<file path="src/rtl/seq_pkg.sv">
package seq_pkg;

  // Pulses that leave the block toward datapath registers and memory.
  typedef struct packed {
    logic arFromPc;
    logic irLoad;
    logic pcInc;
    logic arFromIr;
    logic arFromMem;
    logic regRefExec;
    logic ioExec;
    logic arClear;
    logic trFromPc;
    logic memWriteTr;
    logic pcClear;
    logic ienClear;
  } busStrobes_t;

  // Pulses that steer the sequencer's own state.
  typedef struct packed {
    logic clrCount;
    logic latchMode;
    logic setReq;
    logic dropReq;
    logic stopRun;
  } coreStrobes_t;

  typedef struct packed {
    busStrobes_t  bus;
    coreStrobes_t core;
  } ctrlStrobes_t;

endpackage

</file>
<file path="src/rtl/seq_onehot_dec.sv">
module seq_onehot_dec #(
  parameter int IN_W  = 4,
  parameter int OUT_N = 2 ** IN_W
) (
  input  logic             en,
  input  logic [IN_W-1:0]  code,
  output logic [OUT_N-1:0] hot
);
  for (genvar k = 0; k < OUT_N; k++) begin : g_line
    assign hot[k] = en && (code == IN_W'(k));
  end
endmodule

</file>
<file path="src/rtl/seq_datapath.sv">
module seq_datapath
  import seq_pkg::*;
#(
  parameter int STEP_W = 4,
  parameter int OP_W   = 3,
  localparam int STEPS = 2 ** STEP_W,
  localparam int OPS   = 2 ** OP_W
) (
  input  logic              clk,
  input  logic              rst,
  input  logic              modeIn,
  input  logic [OP_W-1:0]   opIn,
  input  logic              seqClearExt,
  input  ctrlStrobes_t      ctrl,
  output logic [STEP_W-1:0] stepCount,
  output logic [STEPS-1:0]  timeStep,
  output logic [OPS-1:0]    opDecode,
  output logic              modeBit,
  output logic              reqFlag,
  output logic              runFlag
);

  // Step counter: clear wins over increment; holds while stopped.
  always_ff @(posedge clk) begin
    if (rst) begin
      stepCount <= '0;
    end else if (seqClearExt || ctrl.core.clrCount) begin
      stepCount <= '0;
    end else if (runFlag) begin
      stepCount <= stepCount + 1'b1;
    end
  end

  // Start-stop flip-flop.
  always_ff @(posedge clk) begin
    if (rst) begin
      runFlag <= 1'b1;
    end else if (ctrl.core.stopRun) begin
      runFlag <= 1'b0;
    end
  end

  // Interrupt request flip-flop; the drop only happens at interrupt T2,
  // where a set is never requested.
  always_ff @(posedge clk) begin
    if (rst) begin
      reqFlag <= 1'b0;
    end else if (ctrl.core.dropReq) begin
      reqFlag <= 1'b0;
    end else if (ctrl.core.setReq) begin
      reqFlag <= 1'b1;
    end
  end

  // Addressing-mode flip-flop, captured during decode.
  always_ff @(posedge clk) begin
    if (rst) begin
      modeBit <= 1'b0;
    end else if (ctrl.core.latchMode) begin
      modeBit <= modeIn;
    end
  end

  seq_onehot_dec #(.IN_W(STEP_W)) u_stepDec (
    .en  (runFlag),
    .code(stepCount),
    .hot (timeStep)
  );

  seq_onehot_dec #(.IN_W(OP_W)) u_opDec (
    .en  (1'b1),
    .code(opIn),
    .hot (opDecode)
  );

endmodule

</file>
<file path="src/rtl/seq_ctrl.sv">
module seq_ctrl
  import seq_pkg::*;
#(
  parameter int STEP_W = 4,
  parameter int OP_W   = 3,
  localparam int STEPS = 2 ** STEP_W,
  localparam int OPS   = 2 ** OP_W,
  localparam int GRP   = OPS - 1
) (
  input  logic [STEPS-1:0] timeStep,
  input  logic [OPS-1:0]   opDecode,
  input  logic             modeBit,
  input  logic             reqFlag,
  input  logic             runFlag,
  input  logic             haltBit,
  input  logic             intEnable,
  input  logic             inReady,
  input  logic             outReady,
  output ctrlStrobes_t     ctrl
);

  logic t0, t1, t2, t3;
  logic normal, irq, execGrp, haltNow;

  assign t0 = timeStep[0];
  assign t1 = timeStep[1];
  assign t2 = timeStep[2];
  assign t3 = timeStep[3];

  assign normal  = !reqFlag;
  assign irq     = reqFlag;
  assign execGrp = opDecode[GRP];
  assign haltNow = normal && t3 && execGrp && !modeBit && haltBit;

  always_comb begin
    ctrl = '0;
    // Fetch and decode path.
    ctrl.bus.arFromPc   = normal && t0;
    ctrl.bus.irLoad     = normal && t1;
    ctrl.bus.arFromIr   = normal && t2;
    ctrl.bus.arFromMem  = normal && t3 && !execGrp && modeBit;
    ctrl.bus.regRefExec = normal && t3 && execGrp && !modeBit;
    ctrl.bus.ioExec     = normal && t3 && execGrp && modeBit;
    // Interrupt path.
    ctrl.bus.arClear    = irq && t0;
    ctrl.bus.trFromPc   = irq && t0;
    ctrl.bus.memWriteTr = irq && t1;
    ctrl.bus.pcClear    = irq && t1;
    ctrl.bus.ienClear   = irq && t2;
    ctrl.bus.pcInc      = (normal && t1) || (irq && t2);
    // Own state.
    ctrl.core.latchMode = normal && t2;
    ctrl.core.dropReq   = irq && t2;
    ctrl.core.setReq    = runFlag && !(t0 || t1 || t2) && intEnable
                          && (inReady || outReady);
    ctrl.core.stopRun   = haltNow;
    ctrl.core.clrCount  = (irq && t2) || haltNow;
  end

endmodule

</file>
<file path="src/rtl/seq_core.sv">
module seq_core
  import seq_pkg::*;
#(
  parameter int STEP_W = 4,
  parameter int WORD_W = 16,
  parameter int OP_W   = 3,
  localparam int STEPS = 2 ** STEP_W,
  localparam int OPS   = 2 ** OP_W,
  localparam int MODE_POS = WORD_W - 1,
  localparam int OP_LSB   = WORD_W - 1 - OP_W
) (
  input  logic              clk,
  input  logic              rst,
  input  logic [WORD_W-1:0] instrWord,
  input  logic              intEnable,
  input  logic              inReady,
  input  logic              outReady,
  input  logic              seqClear,
  output logic [STEP_W-1:0] stepCount,
  output logic [STEPS-1:0]  timeStep,
  output logic [OPS-1:0]    opDecode,
  output logic              indirectBit,
  output logic              intReq,
  output logic              running,
  output logic              arFromPc,
  output logic              irLoad,
  output logic              pcInc,
  output logic              arFromIr,
  output logic              arFromMem,
  output logic              regRefExec,
  output logic              ioExec,
  output logic              arClear,
  output logic              trFromPc,
  output logic              memWriteTr,
  output logic              pcClear,
  output logic              ienClear
);

  ctrlStrobes_t ctrl;
  wire unusedAddrBits = ^instrWord[OP_LSB-1:1];

  seq_datapath #(.STEP_W(STEP_W), .OP_W(OP_W)) u_dp (
    .clk        (clk),
    .rst        (rst),
    .modeIn     (instrWord[MODE_POS]),
    .opIn       (instrWord[MODE_POS-1:OP_LSB]),
    .seqClearExt(seqClear),
    .ctrl       (ctrl),
    .stepCount  (stepCount),
    .timeStep   (timeStep),
    .opDecode   (opDecode),
    .modeBit    (indirectBit),
    .reqFlag    (intReq),
    .runFlag    (running)
  );

  seq_ctrl #(.STEP_W(STEP_W), .OP_W(OP_W)) u_ctrl (
    .timeStep (timeStep),
    .opDecode (opDecode),
    .modeBit  (indirectBit),
    .reqFlag  (intReq),
    .runFlag  (running),
    .haltBit  (instrWord[0]),
    .intEnable(intEnable),
    .inReady  (inReady),
    .outReady (outReady),
    .ctrl     (ctrl)
  );

  assign arFromPc   = ctrl.bus.arFromPc;
  assign irLoad     = ctrl.bus.irLoad;
  assign pcInc      = ctrl.bus.pcInc;
  assign arFromIr   = ctrl.bus.arFromIr;
  assign arFromMem  = ctrl.bus.arFromMem;
  assign regRefExec = ctrl.bus.regRefExec;
  assign ioExec     = ctrl.bus.ioExec;
  assign arClear    = ctrl.bus.arClear;
  assign trFromPc   = ctrl.bus.trFromPc;
  assign memWriteTr = ctrl.bus.memWriteTr;
  assign pcClear    = ctrl.bus.pcClear;
  assign ienClear   = ctrl.bus.ienClear;

endmodule

</file>
<file path="config.mk">
export PLATFORM = sky130hd
export DESIGN_NAME = seq_core
export DESIGN_NICKNAME = d
export VERILOG_FILES = /design/src/rtl/seq_pkg.sv /design/src/rtl/seq_onehot_dec.sv /design/src/rtl/seq_datapath.sv /design/src/rtl/seq_ctrl.sv /design/src/rtl/seq_core.sv
export SDC_FILE = /design/constraint.sdc
export NUM_CORES = 1
export LEC_CHECK = 0
export ABC_AREA = 1
export BUFFER_PORTS_ARGS = -buffer_cell sky130_fd_sc_hd__buf_4
export CAP_MARGIN = 20
export CELL_PAD_IN_SITES_DETAIL_PLACEMENT = 1
export CELL_PAD_IN_SITES_GLOBAL_PLACEMENT = 1
export CORE_MARGIN = 10
export CORE_UTILIZATION = 20
export DETAILED_ROUTE_END_ITERATION = 8
export GPL_ROUTABILITY_DRIVEN = 0
export PLACE_DENSITY_LB_ADDON = 0.1
export SKIP_LAST_GASP = 1
export SYNTH_ARGS = -nofsm -noshare
export SYNTH_HDL_FRONTEND = slang
export SYNTH_SLANG_ARGS = --single-unit
</file>
<file path="constraint.sdc">
create_clock -name clk -period 2 [get_ports clk]
set_clock_uncertainty 0.15 [all_clocks]
set_input_delay 0.4 -clock clk [delete_from_list [all_inputs] [get_ports clk]]
set_output_delay 0.4 -clock clk [all_outputs]
set_load 0.02 [all_outputs]
</file>
==> impl_results.md <==
- Status: finished, final reports clean
- Lkg Pwr: between 0.6 and 0.7 nW
- Std-Cell Rows: 20
- Synth Instances: 105
- Grt ovf: 0
- First-pass GRT wire length: 4360 µm
- Worst-path clk slew: 0.05 ns
- Hold Path Origin: instrWord[15]
- Initial antenna violation count: 0
- CP Launch Type: flip-flop
- Largest net degree at the start of global routing: 8
- Drt via density: between 4 and 5
- Max-capacitance violation count: 0
- Layout area overhead: 95.06%
- Reg2Reg Capture Point: u_dp.stepCount[1]
- Mean post-synth cell area: 6.030 µm²
- Max_slew headroom: 82.58%
- Largest buffer count on any clock path: 2
- Vias in the first global route: slightly below 900
- Min cycle time layout: between 1.5 and 2 ns
- Synth Net Count: around 130
- Critical Path RT: about 1.5 ns
- Pwr/cell area: 335.7 nW/µm²
- TritonRoute pass-1 iters: 4
- Die Ht: ~76 µm
- Share of layout cells above drive strength 1: 54.12%
- Width of the die: approximately 76 µm
- Drt drc: 0
- Hold Path Cell Cnt: 3
- Starting Density: 20.74%
- Die area: roughly 5800 µm²
- Worst setup EP type: primary output
- R2r setup slk: 0.60 ns
- WP data arrival: 1.43 ns
- Final Cycle Share: 98.79%
- R2R cell count: 9
- Total Routing Usage GR: 8.775%
- Worst hold endpoint: u_dp.modeBit
- Diode count: 0
- Clk Latency, worst-skew pair: approximately 0.24 ns
- Maximum clock rate: 0.5061 GHz
- Setup violations, final: 0
- IO Pins: 65
- Synth unique cells: 19
- Post-Route WL: between 2000 and 3000 µm
- Setup TNS: 0 ns
- Core area: 3053 µm²
- Seq/Total Area, Yosys: 22.13%
- DP Wirelength: 2328 µm
- Num CTS Buffers: 3
- Seq cells post-synth: 7
- Most frequent cells in the layout: 64 x buf_4, 25 x nor2_1, 17 x inv_1, 11 x nand2_1, 7 x nor3_1
- Routed wire length per instance: between 10 and 15 µm
- H-tree level count: 1
- Placed cell count: roughly 200
- Root Driver: clkbuf_4
- Non-Filler Instances: 214
- Worst slack, placed: between 0.15 and 0.2 ns
- Commonest non-fill, non-tap cell in the layout: buf_4
- Final net count: 197
- Vias: 867
- I/O Buffers: 53
- Max-slew violation count: 0
- Hold Crit Class: in2reg
- RSZ-0062 raised after global routing: true
- R2R Path Start: u_dp.stepCount[1]
- Hold Worst Slack: about 0.23 ns
- Worst-margin pin slew: 0.2610 ns
- Endpoints failing hold: 0
- CP Class: reg2out
- Final Worst Setup Slack: around 0.024 ns
- Post-Syn Area: 633.1 µm²
- FILL cells: 423
- CTS tree: yes
- Crit-path max FO: 5
- Maximum vdd drop: 0.1848 mV
- ANT nets after route: 0
- CTS Sinks: 7
- Drt initial violations: 21
- Synth warn: 0
==> routing by layer <==
layer  share of wire [%]  routed length [µm]  GRT usage, %
met1                  46                1247         11.21
met2                  50                1356         14.29
met3                 4.3                 119         2.476
met4                0.58                  16         1.673
met5                   0                   0             0
==> final cells by class <==
type | count | area [µm²] | area share (%)
clock buffer | 4 | 26.28 | 2.128
inverter | 21 | 78.83 | 6.383
multi-input combinational | 74 | 444.2 | 35.97
sequential | 7 | 150.1 | 12.16
tap | 44 | 55.05 | 4.458
timing repair buffer | 64 | 480.5 | 38.91
==> registers in the layout, summed over array words and instances, names as in the netlist <==
register / count
u_dp.reqFlag: 1
u_dp.modeBit: 1
u_dp.runFlag: 1
u_dp.stepCount: 4
==> cell usage after synthesis <==
| library cell | instances | area [µm²] |
|---|---|---|
| nand4_1 | 2 | 12.51 |
| dfxtp_1 | 7 | 140.1 |
| inv_1 | 18 | 67.56 |
| nand3_2 | 2 | 20.02 |
| clkinv_1 | 1 | 3.750 |
| buf_4 | 2 | 15.01 |
| xor2_1 | 2 | 17.52 |
| a21oi_1 | 2 | 10.01 |
| nand3_1 | 4 | 20.02 |
| nor2_1 | 26 | 97.59 |
| nand2_1 | 13 | 48.80 |
| nor3_1 | 11 | 55.05 |
| nand2_2 | 4 | 25.02 |
| inv_2 | 2 | 7.510 |
| buf_2 | 1 | 5.000 |
| ha_1 | 4 | 50.05 |
| or2_2 | 1 | 6.260 |
| nor2_4 | 2 | 22.52 |
| xnor2_1 | 1 | 8.760 |
==> worst max-delay path: stages, from the launching register on <==
cell	delay (ns)
dfxtp_4	0.36
inv_1	0.10
ha_1	0.20
nand2_1	0.15
nor3_2	0.21
buf_4	0.17
==> cell families after synthesis <==
family / after synthesis / share of synthesized area, %
xor gates and xnor gates: 3 / 4.151
DFF: 7 / 22.13
buffers and inverters: 24 / 15.61
AOI/OAI and AO/OA: 2 / 1.581
and+or+nand+nor: 65 / 48.62
adders and majority gates: 4 / 7.905
==> stage by stage <==
stage | power (mW) | utilization, % | area [µm²]
after floorplan | 0.2224 | - | 638.1
final | 0.4145 | 40.45 | 1235
after global placement | 0.2878 | 35.82 | 1094
after detailed placement | 0.2901 | 35.82 | 1094
after global routing | 0.4447 | 40.45 | 1235
after CTS | 0.4153 | 37.46 | 1144
==> how the worst max path moves through the flow <==
stage                 startpoint    endpoint  slack, ns  cells past startpoint
6_report       u_dp.stepCount[1]  memWriteTr       0.02                      5
5_1_grt        u_dp.stepCount[1]   arFromMem      -0.07                      8
4_1_cts        u_dp.stepCount[0]   arFromMem      0.006                      8
3_5_place_dp   u_dp.stepCount[1]   arFromMem       0.18                      8
3_3_place_gp   u_dp.stepCount[0]    arFromIr       0.23                      9
2_1_floorplan  u_dp.stepCount[0]   arFromMem      -0.10                      7
==> what timing repair did <==
action / in CTS / in global routing
hold buffers: 0 / 0
buffers inserted: 2 / 6
resized for setup: 5 / 13
pin swaps: 1 / 4
setup endpoints to repair: 6 / 12
==> report_power, final <==
| group | switching, mW | leakage [nW] | internal, mW | total [mW] |
|---|---|---|---|---|
| combinational | 0.0815 | 0.605 | 0.0623 | 0.144 |
| clock | 0.0463 | 0.0150 | 0.0758 | 0.122 |
| sequential | 0.00626 | 0.0583 | 0.143 | 0.149 |
| total | 0.134 | 0.678 | 0.281 | 0.415 |
(Power assumes the default switching activity.)
